[config.mk]
export PLATFORM = sky130hd
export DESIGN_NAME = page_state_tracker
export DESIGN_NICKNAME = d
export VERILOG_FILES = /design/src/rtl/page_state_tracker.sv
export SDC_FILE = /design/constraint.sdc
export NUM_CORES = 1
export LEC_CHECK = 0
export ABC_CLOCK_PERIOD_IN_PS = 4500
export CAP_MARGIN = 5
export CORE_UTILIZATION = 55
export CTS_CLUSTER_SIZE = 25
export DETAILED_ROUTE_END_ITERATION = 8
export PLACE_DENSITY = 0.8
export SETUP_SLACK_MARGIN = 0.02
export SLEW_MARGIN = 20
export SYNTH_ARGS = -nofsm -noshare
export SYNTH_HDL_FRONTEND = slang
export SYNTH_SLANG_ARGS = --single-unit
[constraint.sdc]
create_clock -name clk -period 4.5 [get_ports clk]
set_input_delay 0.45 -clock clk [delete_from_list [all_inputs] [get_ports clk]]
set_output_delay 0.45 -clock clk [all_outputs]
set_load 0.02 [all_outputs]
[src/rtl/page_state_tracker.sv]
`timescale 1ns/1ps
module page_state_tracker #(
  parameter int RANKS = 4,
  parameter int BANKS = 8,
  parameter int ROW_W = 14
) (
  input  logic                                clk,
  input  logic                                rst_n,
  input  logic                                cfg_eight_bank,
  input  logic                                cfg_wide_row,
  input  logic                                lk_valid,
  input  logic [$clog2(RANKS)-1:0]            lk_rank,
  input  logic [$clog2(BANKS)-1:0]            lk_bank,
  input  logic [ROW_W-1:0]                    lk_row,
  output logic                                res_valid,
  output logic [1:0]                          res_class,
  output logic                                res_bad_bank,
  input  logic                                cmd_valid,
  input  logic [2:0]                          cmd_op,
  input  logic [$clog2(RANKS)-1:0]            cmd_rank,
  input  logic [$clog2(BANKS)-1:0]            cmd_bank,
  input  logic [ROW_W-1:0]                    cmd_row,
  output logic                                err_reopen,
  output logic                                err_bank,
  output logic                                ref_done,
  output logic [$clog2(RANKS*BANKS+1)-1:0]    open_count
);
  localparam int RANK_W  = $clog2(RANKS);
  localparam int BANK_W  = $clog2(BANKS);
  localparam int ENTRIES = RANKS * BANKS;
  localparam int IDX_W   = RANK_W + BANK_W;
  localparam int CNT_W   = $clog2(ENTRIES + 1);
  localparam logic [1:0] C_MISS = 2'b00, C_HIT = 2'b01, C_CONF = 2'b10;
  localparam logic [2:0] OP_ACT = 3'b001, OP_PRE = 3'b010, OP_PREA = 3'b011, OP_REF = 3'b100;

  logic [ENTRIES-1:0] vld, vld_nx;
  logic [ROW_W-1:0]   rows [ENTRIES];
  logic [RANKS-1:0]   rank_any;
  logic [CNT_W-1:0]   cnt;

  wire [IDX_W-1:0] lk_idx  = {lk_rank, lk_bank};
  wire [IDX_W-1:0] cmd_idx = {cmd_rank, cmd_bank};
  wire [ROW_W-1:0] row_mask = cfg_wide_row ? {ROW_W{1'b1}} : {1'b0, {(ROW_W-1){1'b1}}};

  wire lk_bad  = !cfg_eight_bank && lk_bank[BANK_W-1];
  wire cmd_bad = !cfg_eight_bank && cmd_bank[BANK_W-1];

  wire is_act  = cmd_valid && cmd_op == OP_ACT;
  wire is_pre  = cmd_valid && cmd_op == OP_PRE;
  wire is_prea = cmd_valid && cmd_op == OP_PREA;
  wire is_ref  = cmd_valid && cmd_op == OP_REF;
  wire act_ok  = is_act && !cmd_bad;
  wire pre_ok  = is_pre && !cmd_bad;
  wire rank_close = is_prea || is_ref;

  wire row_match = (rows[lk_idx] & row_mask) == (lk_row & row_mask);

  always_comb begin
    vld_nx = vld;
    for (int e = 0; e < ENTRIES; e++)
      if (rank_close && (e / BANKS) == int'(cmd_rank)) vld_nx[e] = 1'b0;
    if (act_ok) vld_nx[cmd_idx] = 1'b1;
    if (pre_ok) vld_nx[cmd_idx] = 1'b0;
  end

  always_ff @(posedge clk) begin
    if (!rst_n) vld <= '0;
    else        vld <= vld_nx;
  end

  always_ff @(posedge clk)
    if (act_ok) rows[cmd_idx] <= cmd_row & row_mask;

  always_ff @(posedge clk) begin
    if (!rst_n) begin
      res_valid    <= 1'b0;
      res_class    <= C_MISS;
      res_bad_bank <= 1'b0;
      err_reopen   <= 1'b0;
      err_bank     <= 1'b0;
      ref_done     <= 1'b0;
    end else begin
      res_valid    <= lk_valid;
      res_bad_bank <= lk_valid && lk_bad;
      if (!lk_valid || lk_bad || !vld[lk_idx]) res_class <= C_MISS;
      else                                     res_class <= row_match ? C_HIT : C_CONF;
      err_reopen   <= act_ok && vld[cmd_idx];
      err_bank     <= (is_act || is_pre) && cmd_bad;
      ref_done     <= is_ref;
    end
  end

  for (genvar r = 0; r < RANKS; r++) begin : g_rank
    assign rank_any[r] = |vld[r*BANKS +: BANKS];
  end

  always_comb begin
    cnt = '0;
    for (int e = 0; e < ENTRIES; e++) cnt = cnt + CNT_W'(vld[e]);
  end
  assign open_count = cnt;

  a_r2_class_legal: assert property (@(posedge clk) disable iff (!rst_n)
    res_valid |-> res_class != 2'b11);
  a_r4_bad_lookup_miss: assert property (@(posedge clk) disable iff (!rst_n)
    res_bad_bank |-> res_class == C_MISS && res_valid);
  a_r4_bad_cmd_ignored: assert property (@(posedge clk) disable iff (!rst_n)
    ((is_act || is_pre) && cmd_bad) |=> vld == $past(vld));
  a_r5_act_opens: assert property (@(posedge clk) disable iff (!rst_n)
    act_ok |=> vld[$past(cmd_idx)]);
  a_r6_pre_closes: assert property (@(posedge clk) disable iff (!rst_n)
    pre_ok |=> !vld[$past(cmd_idx)]);
  a_r7_rank_closed: assert property (@(posedge clk) disable iff (!rst_n)
    rank_close |=> !rank_any[$past(cmd_rank)]);
  a_r7_ref_pulse: assert property (@(posedge clk) disable iff (!rst_n)
    ref_done |-> $past(is_ref));
  a_r8_reopen_source: assert property (@(posedge clk) disable iff (!rst_n)
    err_reopen |-> $past(is_act));
  a_r10_count_bound: assert property (@(posedge clk) disable iff (!rst_n)
    open_count <= CNT_W'(ENTRIES));
endmodule

==> impl_results.md <==
* Status: finished with violations
* Failing checks: negative setup slack
* Biggest area consumer among synthesized cells: edfxtp_1
* Synth unique cells at 50
* Ys Warns at 0
* Number of nets with antenna violations after routing at 0
* Top cells by count, synth: edfxtp_1, mux2i_1, nor2_1
* Max-slew violations at 0
* Setup TNS Final at -5.48 ns
* Relative slew margins at 23.7%
* Port Buf Inserts at 59
* FF+latch area at 0.0142 mm2
* Clock Latency Late Sink at 0.58 ns
* Critical path class: register to output port
* Dpl hpwl at 33.3 mm
* Fin. Hold Viols at 0
* Post-synth EDFFs at 448
* Area Growth Syn to Fin at 15.8%
* Fin crit share at 125%
* Placer Congestion at 0.899
* RSZ-0062 raised after global routing: true
* Die ar. at 0.0378 mm2
* Clk network pwr share at 40.2%
* Diodes inserted at 0
* Int Power at 0.00714 W
* Nets at 1446
* Fmax at 0.178 GHz
* MaxCap Viol Count at 0
* Post-Synth Adder-Cell Area at 2.79%
* DR DRC count at 0
* Worst Path Required at 4.05 ns
* Most common cell in the synthesized netlist: edfxtp_1
* CTS buffer count at 47
* Final worst path period need at 5.61 ns
* First-pass GRT wire length at 78.7 mm
* Clock root buffer: clkbuf_16
* Seq cells post-synth at 487
* Vias at 12100
* CTS H-Tree Depth at 2
* Fraction of layout cells with a size suffix above 1 at 22.1%
* Leak at 8.06 nW
* Drt wl/cell at 28.8 um
* Flop-to-flop setup slack at 1.47 ns
* Worst hold slack at 0.409 ns
* Largest family of logic cells by synthesized area: multiplexers
* Synth Flop Type: edfxtp_1
* DR iter-0 viols at 1534
* 1st-pass router iterations at 5
* Post-DR vias/cell at 6.49
* Multiplexer share of the synthesized area at 14.4%
* Total Wirelength at 53.9 mm
* Clock transition at path regs at 0.06 ns
* Psw at 0.00197 W
* Compound-Gate Fraction of Synth Area at 5.39%
* Share of the synthesized area in the top cell type at 66.1%
* Register area share after synthesis at 70.0%
* Core area at 0.0365 mm2
* I/O Pins at 60
* CTS sink cnt at 487
* Sw Ratio at 21.6%
* Die Wd at 194 um
* Post-Synth XOR/XNOR Area at 0.689%
* Area contributors post-synth: edfxtp_1, mux4_2, mux2i_1, dfxtp_1, fa_1
* Syn Nets at 1292
* Multi-input logic area at 0.00572 mm2
* Async set-reset flop share out of synthesis at 0%
* Clock skew at 0.0113 ns
* Fill cell count at 2455
* Number of global-route vias before repair at 12200
* CTS tree: built
* CP arrival at 5.16 ns
* Critical Path End Type: output port
* Seq pwr share at 54.3%
* # setup viols final at 6
* Post-Layout Cell Count at 1870
* Mapped Cells at 1214
* Die H at 194 um
* Simple-gate area share of the yosys netlist at 4.17%
* Pwr dens at 387 mW/mm2
* Antenna violations before repair at 0
* GR Util All Layers at 29.0%
* Hold WC Path Type: input port to register
* Final setup slack of the worst path at -1.11 ns
* Mapped Area at 0.0203 mm2
* Worst IR drop on VDD at 0.000262 V
* Grt ovf at 0
* Cts hold-fix bufs at 0
* Placed Cells at 1785
* Comb power frac at 5.5%
* Startpoint Class: register
* Slew @ Worst Pin at 1.14 ns
* Largest net degree at the start of global routing at 66
* Worst-path maximum fanout at 2
* Cell Rows at 70
* Clk buf depth at 3
* Initial Util at 55.7%
* Mean Syn Cell Area at 16.8 um2
* Final Power at 0.00911 W
-- worst max-delay path, stage by stage, from the launching register on --
cell,delay [ns]
dfxtp_1,0.34
inv_1,0.06
fa_1,0.56
fa_1,0.45
fa_1,0.51
fa_1,0.57
fa_1,0.45
fa_1,0.52
inv_2,0.05
ha_4,0.16
inv_2,0.05
fa_2,0.19
inv_1,0.04
a21o_1,0.15
a21oi_2,0.19
xnor2_2,0.13
buf_4,0.16
-- flip-flops by register name, summed over array words and instances (netlist names) --
signal and cells:
res_bad_bank 1, ref_done 1, rows 448, res_valid 1
err_bank 1, err_reopen 1, res_class 2, vld 32
-- layout by cell type, fill, tap and decap left out, types with 8 or more instances in the layout --
cell,instances
clkinv_1,9
xor2_1,10
mux4_2,67
buf_4,104
nand2b_1,9
clkinv_2,8
mux2_2,11
o21ai_0,52
nand3_1,18
fa_1,23
nand2_1,39
edfxtp_1,448
clkbuf_16,47
a22oi_1,33
mux2i_1,130
dfxtp_1,37
inv_1,48
nor2_2,33
nor2b_1,12
clkdlybuf4s50_1,46
nor2_1,39
nand4_1,8
a221oi_1,15
a21oi_1,47
clkbuf_1,13
-- power by group through the flow --
| stage | clock network, W | registers, W | logic [W] |
|---|---|---|---|
| 2_1_floorplan | 0 | 0.00504 | 0.000281 |
| 3_3_place_gp | 0 | 0.00504 | 0.000480 |
| 4_1_cts | 0.00367 | 0.00495 | 0.000499 |
| 5_1_grt | 0.00384 | 0.00495 | 0.000528 |
| 3_5_place_dp | 0 | 0.00505 | 0.000493 |
| 6_report | 0.00366 | 0.00495 | 0.000502 |
-- metal layers --
| layer | vias up | global-route usage, % | wire length [um] |
|---|---|---|---|
| met5 | - | 0 | 0 |
| met4 | 0 | 13.4 | 2560 |
| met3 | 163 | 6.25 | 5390 |
| met2 | 816 | 46.3 | 25700 |
| met1 | 6113 | 38.3 | 20300 |
| li1 | 5045 | - | - |
-- per-stage QoR --
step | setup slack [ns] | cell area (um2) | utilization (%)
6_report | -1.11 | 23600 | 64.5
5_1_grt | -1.27 | 23600 | 64.5
4_1_cts | -1.10 | 23600 | 64.5
3_5_place_dp | -1.02 | 22100 | 60.6
3_3_place_gp | -0.901 | 22100 | 60.6
2_1_floorplan | -0.299 | 20400 | -
-- kinds of logic (layout without fill, tap and decap cells) --
| group | after synthesis | in the layout |
|---|---|---|
| muxes | 208 | 208 |
| and+or+nand+nor | 182 | 182 |
| xor gates and xnor gates | 16 | 16 |
| DFF | 487 | 487 |
| buffers and inverters | 114 | 302 |
| adders and majority gates | 31 | 31 |
| AOI/OAI and AO/OA | 176 | 176 |
-- repair_timing --
action | 4_1_cts | 5_1_grt
setup endpoints to repair | 6 | 6
pin swaps | 12 | 6
resized for setup | 41 | 1
endpoints found under the hold margin | 0 | 0
buffers inserted | 2 | 1
-- path summary, 6_finish.rpt --
check	from	to	cells past startpoint
worst min register to register	vld[4]	vld[4]	2
worst max-delay path	vld[11]	open_count[4]	16
worst max register to register	rows[30][9]	res_class[0]	9
worst min-delay path	cmd_row[1]	rows[15][1]	1
-- layout make-up --
cell class	count	area share, %
clock buffers	61	5.26
clock inverters	22	0.627
inverters	54	0.861
multi-input cells	613	24.3
flip-flops and latches	487	60.4
well taps	468	2.49
repair buffers	165	6.05
(Power assumes the default switching activity.)
